[src/rtl/idle_pkg.sv]
// Shared constants and helpers for the idle/wake sequencer.
// Assumes a 16-bit instruction word.
package idle_pkg;
    localparam int unsigned INSTR_W = 16;
    localparam logic [INSTR_W-1:0] IDLE_OPCODE = 16'hBE22;

    // Compute the vector address for a source index.
    function automatic logic [31:0] vector_addr(input int unsigned base,
                                                input int unsigned stride,
                                                input int unsigned src);
        return 32'(base + stride * src);
    endfunction
endpackage

[src/rtl/idle_decode.sv]
// Matches the idle opcode on a valid fetch and reports the cycle cost of
// the instruction: 1 on chip, 1 + wait states when fetched externally.
// Assumes wait_states is stable in the fetch cycle.
module idle_decode
    import idle_pkg::*;
#(
    parameter int WS_W = 4
) (
    input  logic               instr_valid,
    input  logic [INSTR_W-1:0] instr_word,
    input  logic               ext_fetch,
    input  logic [WS_W-1:0]    wait_states,
    output logic               is_idle,
    output logic [WS_W:0]      cost
);
    localparam int CW = WS_W + 1;

    // Opcode match and cost selection.
    always_comb begin
        is_idle = instr_valid && (instr_word == IDLE_OPCODE);
        cost    = ext_fetch ? (CW'(wait_states) + CW'(1)) : CW'(1);
    end
endmodule

[src/rtl/wake_arbiter.sv]
// Picks the winning wake event among the non-maskable line and the
// enabled maskable requests. The non-maskable line wins first, then the
// lowest maskable index. The non-maskable source is reported as index N_IRQ.
// Purely combinational; assumes inputs are synchronous to the core clock.
module wake_arbiter #(
    parameter int N_IRQ = 6,
    localparam int SRC_W = $clog2(N_IRQ + 1)
) (
    input  logic [N_IRQ-1:0] irq_req,
    input  logic [N_IRQ-1:0] irq_en,
    input  logic             nmi,
    output logic             any_event,
    output logic             is_nmi,
    output logic [SRC_W-1:0] src
);
    logic [N_IRQ-1:0] active;
    logic [N_IRQ-1:0] grant;
    logic [N_IRQ:0]   seen;

    assign active  = irq_req & irq_en;
    assign seen[0] = 1'b0;

    // Priority chain: a source is granted only if no lower index is active.
    for (genvar i = 0; i < N_IRQ; i++) begin : g_chain
        assign grant[i]  = active[i] && !seen[i];
        assign seen[i+1] = seen[i] || active[i];
    end

    // Encode the winner; the non-maskable line overrides maskable grants.
    always_comb begin
        src = '0;
        for (int i = 0; i < N_IRQ; i++) begin
            if (grant[i]) src = SRC_W'(i);
        end
        if (nmi) src = SRC_W'(N_IRQ);
        is_nmi    = nmi;
        any_event = nmi || seen[N_IRQ];
    end
endmodule

[src/rtl/idle_wake_seq.sv]
// Idle and wake sequencer. It halts the core on the idle opcode, holds the
// resume address, and releases the core on an enabled maskable request,
// the non-maskable line, or reset.
// Vectoring happens on a non-maskable wake, or on a maskable wake with intm = 0.
// Assumes the halted output gates the core clock while this block stays clocked.
module idle_wake_seq
    import idle_pkg::*;
#(
    parameter int N_IRQ      = 6,
    parameter int PC_W       = 16,
    parameter int WS_W       = 4,
    parameter int VEC_BASE   = 2,
    parameter int VEC_STRIDE = 2,
    localparam int SRC_W     = $clog2(N_IRQ + 1)
) (
    input  logic               clk,
    input  logic               rst_n,
    input  logic               instr_valid,
    input  logic [INSTR_W-1:0] instr_word,
    input  logic [PC_W-1:0]    cur_pc,
    input  logic               ext_fetch,
    input  logic [WS_W-1:0]    wait_states,
    input  logic [N_IRQ-1:0]   irq_req,
    input  logic [N_IRQ-1:0]   irq_en,
    input  logic               intm,
    input  logic               nmi,
    output logic               halted,
    output logic [PC_W-1:0]    next_pc,
    output logic               take_irq,
    output logic [SRC_W-1:0]   take_src,
    output logic [WS_W:0]      idle_cycles
);
    logic             halted_q;
    logic [PC_W-1:0]  pc_q;
    logic [WS_W:0]    cyc_q;
    logic             dec_hit;
    logic [WS_W:0]    dec_cost;
    logic             ev_any;
    logic             ev_nmi;
    logic [SRC_W-1:0] ev_src;
    logic             wake;
    logic             take;
    logic [PC_W-1:0]  vec_pc;

    idle_decode #(.WS_W(WS_W)) u_dec (
        .instr_valid (instr_valid),
        .instr_word  (instr_word),
        .ext_fetch   (ext_fetch),
        .wait_states (wait_states),
        .is_idle     (dec_hit),
        .cost        (dec_cost)
    );

    wake_arbiter #(.N_IRQ(N_IRQ)) u_arb (
        .irq_req   (irq_req),
        .irq_en    (irq_en),
        .nmi       (nmi),
        .any_event (ev_any),
        .is_nmi    (ev_nmi),
        .src       (ev_src)
    );

    // Wake qualification; reset suppresses every other event.
    always_comb begin
        wake   = rst_n && halted_q && ev_any;
        take   = wake && (ev_nmi || !intm);
        vec_pc = PC_W'(vector_addr(VEC_BASE, VEC_STRIDE, 32'(ev_src)));
    end

    // Drive outputs; halted drops in the same cycle the wake is seen.
    always_comb begin
        halted      = halted_q && !wake;
        take_irq    = take;
        take_src    = take ? ev_src : '0;
        next_pc     = take ? vec_pc : pc_q;
        idle_cycles = cyc_q;
    end

    // Halt state, resume address and idle cost registers.
    always_ff @(posedge clk) begin
        if (!rst_n) begin
            halted_q <= 1'b0;
            pc_q     <= '0;
            cyc_q    <= '0;
        end else if (wake) begin
            halted_q <= 1'b0;
            if (take) pc_q <= vec_pc;
        end else if (!halted_q && dec_hit) begin
            halted_q <= 1'b1;
            pc_q     <= cur_pc + PC_W'(1);
            cyc_q    <= dec_cost;
        end
    end

    AST_IDLE_ENTRY: assert property (@(posedge clk) disable iff (!rst_n)
        (!halted_q && dec_hit) |=> (halted_q && pc_q == PC_W'($past(cur_pc) + PC_W'(1))));
    AST_PC_HELD: assert property (@(posedge clk) disable iff (!rst_n)
        (halted_q && !wake) |=> $stable(pc_q));
    AST_WAKE_RELEASE: assert property (@(posedge clk) disable iff (!rst_n)
        wake |=> !halted_q);
    AST_MASKED_IGNORED: assert property (@(posedge clk) disable iff (!rst_n)
        (halted_q && !nmi && ((irq_req & irq_en) == '0)) |-> halted);
    AST_INTM_RESUME: assert property (@(posedge clk) disable iff (!rst_n)
        (wake && intm && !nmi) |-> !take_irq);
    AST_NMI_VECTORS: assert property (@(posedge clk) disable iff (!rst_n)
        (halted_q && nmi) |-> (take_irq && take_src == SRC_W'(N_IRQ)));
    AST_ONE_PULSE: assert property (@(posedge clk) disable iff (!rst_n)
        take_irq |=> !take_irq);
    AST_RESET_CLEARS: assert property (@(posedge clk)
        !rst_n |=> (!halted_q && pc_q == '0));
endmodule

[config.mk]
export PLATFORM = sky130hd
export DESIGN_NAME = idle_wake_seq
export DESIGN_NICKNAME = d
export VERILOG_FILES = /design/src/rtl/idle_pkg.sv /design/src/rtl/idle_decode.sv /design/src/rtl/wake_arbiter.sv /design/src/rtl/idle_wake_seq.sv
export SDC_FILE = /design/constraint.sdc
export NUM_CORES = 1
export LEC_CHECK = 0
export BUFFER_PORTS_ARGS = -buffer_cell sky130_fd_sc_hd__buf_2
export CORE_ASPECT_RATIO = 0.7
export CORE_MARGIN = 2
export CORE_UTILIZATION = 47
export DETAILED_ROUTE_END_ITERATION = 10
export PLACE_DENSITY = 0.84
export SETUP_SLACK_MARGIN = 0.4
export SKIP_CTS_REPAIR_TIMING = 1
export SYNTH_ARGS = -nofsm -noshare
export SYNTH_HDL_FRONTEND = slang
export SYNTH_SLANG_ARGS = --single-unit
[constraint.sdc]
create_clock -name clk -period 4.3 [get_ports clk]
set_input_delay 0.86 -clock clk [delete_from_list [all_inputs] [get_ports clk]]
set_output_delay 0.86 -clock clk [all_outputs]
set_load 0.03 [all_outputs]
==> qor.yml <==
row_count: 16
slew_headroom: 0.716
grt_antenna_before_repair: 0
yosys.area.top_type_share: 0.310
fin_nets: 310
final_layout_size_suffix_gt1_frac: 0.361
clock_path_buffers: 2
layout_worst_path_cycle_share: 0.768
gpl_wtd_cong: 0.779
yosysMostFrequentCell: "sky130_fd_sc_hd__dfxtp_1"
cts-buffers-inserted: 3
critPathMaxFanout: 4
drt_first_iter_violations: 73
crit_path_start: "irq_req[2]"
finalWorstPathRequiredPeriod_ns: 3.30
worst-setup-path-type: "in -> out"
worst_hold_path_type: "reg -> reg"
timing.hold.worst.start: "idle_cycles[3]"
syn_nets: 232
timing.reg2reg.worst_path_depth: 6
fmaxAchievable_ghz: 0.303
die_w_um: 69.7
run_status: "finished, final reports clean"
drt_drc_violations_left: 0
design_power_total_w: 0.000418
io_pins: 80
detailed_place_hpwl_um: 2940
netlist_area_um2: 1420
grt_overflow_total: 0
h-tree-depth: 1
drt_pass1_iterations: 4
cp_data_arrival_time_ns: 2.44
fin_setup_tns_ns: 0
transition_time_at_the_pin_with_the_least_slew_margin_ns: 0.425
r2r_path_start: "halted_q"
yosysSeqAreaShare: 0.310
clock-sinks: 22
cp_slowest_cell: "sky130_fd_sc_hd__a22oi_1"
critical_path.n_buffers_inverters: 3
report.final.slew_viol_count: 0
synth_area_leader_cell: "sky130_fd_sc_hd__dfxtp_1"
via_count_of_the_first_global_routing_pass: 1401
critical_path_end_type: "output port"
detail_route.wirelength_um: 3690
timing.critical_path.max_delay_family: "compound AO/OA/AOI/OAI gates"
power_density_normalized_to_cell_area_nw_per_um2: 221
post_synth_inst_count: 175
avgRoutedWirePerCell_um: 12.8
required_time_at_the_worst_slack_endpoint_ns: 3.44
floorplan.initialDensity: 0.500
antenna-diode-count: 0
cts_tree: "done"
report.final.setup_viol: 0
synthToLayoutAreaGrowth_pct: 33.2
clock_skew_ns: 0.000755
crit_path_cell_trace: "buf_2 > a22oi_1 > nand2_1 > a2bb2oi_1 > inv_1 > ha_1 > nor2_1 > a31oi_1 > a21oi_1 > a21o_1 > buf_2"
cts_root_buffer: "sky130_fd_sc_hd__clkbuf_8"
timing.hold.worst_path_depth: 2
core_area_um2: 2840
max_cap_violations: 0
crit_path_frequent_cell: "sky130_fd_sc_hd__buf_2"
avgViaCountPerCell: 5.28
netlist_top_cells_area: "sky130_fd_sc_hd__dfxtp_1 (31%), sky130_fd_sc_hd__and2_1 (6.6%), sky130_fd_sc_hd__a21oi_1 (4.9%)"
share_of_flip_flops_with_an_asynchronous_set_or_reset_after_synthesis: 0
die_y_um: 50.0
design.die.area_um2: 3480
port_buffers: 79
synthFlopType: "sky130_fd_sc_hd__dfxtp_1"
most_frequent_cells_after_synthesis: "sky130_fd_sc_hd__dfxtp_1 (22), sky130_fd_sc_hd__nand2_1 (18), sky130_fd_sc_hd__and2_1 (15)"
grt_first_pass_wirelength_um: 6200
ant_nets: 0
cp.depth: 11
clkTransAtPathRegs_ns: 0.08
ir_drop_mv: 0.204
yosys_warnings: 0
clkLatencyLatePin_ns: 0.26
final-hold-violation-count: 0
grt_start_max_net_pins: 22
largest_incremental_delay_on_the_critical_path_ns: 0.29
synth_seq_cells: 22
grt.total_usage: 0.222
rsz0062_at_grt: "false"
synth-edff-count: 0
synth.distinct_cells: 42
via_count_of_the_routed_design: 1522
critical_path.startpoint_type: "input port"
syn-mean-instance-area_um2: 8.11
power.leakage_nw: 0.909
==> power by group <==
part | switching (W) | internal, W
Sequential | 0.00000000100 | 0.000203
Combinational | 0.0000349 | 0.0000336
Clock | 0.0000645 | 0.0000815
Total | 0.0000994 | 0.000319
==> worst paths after layout <==
path	to	slack, ns
max	next_pc[3]	1.0
min	idle_cycles[3]	0.45
min reg2reg	idle_cycles[3]	0.45
max reg2reg	pc_q[3]	2.64
==> metrics by stage <==
| stage | hold slack, ns | instance area [um^2] | std cells | setup slack [ns] | utilization |
|---|---|---|---|---|---|
| 5_1_grt | 0.487 | 1890 | 288 | 0.814 | 0.665 |
| 4_1_cts | 0.451 | 1890 | 288 | 1.01 | 0.665 |
| 2_1_floorplan | 0.424 | 1420 | 175 | 1.29 | - |
| 6_report | 0.447 | 1890 | 288 | 0.998 | 0.665 |
| 3_5_place_dp | 0.440 | 1840 | 284 | 1.01 | 0.646 |
| 3_3_place_gp | 0.436 | 1840 | 284 | 1.06 | 0.646 |
==> placed cells by master, fill, tap and decap left out, drive strengths merged, types with 2 or more instances in the layout <==
cell type	n
a21oi	14
and4	3
buf	81
clkbuf	4
o211ai	2
nand4	5
a211oi	3
nor2	12
o2bb2ai	6
and3	4
nor3	2
a22o	2
dfxtp	22
a32o	3
a22oi	2
nand3	14
and2	15
inv	5
ha	3
nand2	18
xor2	7
xnor2	8
==> worst register-to-register path, cell delays in order, from the launching register on <==
cell                      delay [ns]
sky130_fd_sc_hd__dfxtp_1        0.40
sky130_fd_sc_hd__nand2_1        0.10
sky130_fd_sc_hd__a21oi_1        0.15
sky130_fd_sc_hd__nand2_1        0.26
sky130_fd_sc_hd__inv_2          0.22
sky130_fd_sc_hd__nor3_4         0.10
sky130_fd_sc_hd__a211o_1        0.32
==> cells by family after synthesis <==
logic type / share of synthesized area
fa+ha+maj: 0.0264
mux: 0.0150
simple gates: 0.314
buf+inv: 0.0405
flops: 0.310
xor+xnor: 0.0925
compound gates: 0.202
==> layer usage <==
layer	track usage	vias to the layer above	part of all wire
li1	-	789	-
met1	0.307	669	0.50
met2	0.354	62	0.42
met3	0.0573	2	0.080
met4	0.0385	0	0.0033
met5	0	-	0
==> sequential cells by signal, indices dropped and copies added (netlist names) <==
register and flops:
pc_q 16, halted_q 1, idle_cycles 5
==> layout make-up <==
type	instances	area, um^2
Multi-Input combinational cell	140	922
Inverter	5	18.8
Tap cell	36	45.0
Fill cell	258	951
Clock buffer	4	55.1
Timing Repair Buffer	81	410
Sequential cell	22	440
Power figures use the tool's default switching activity.
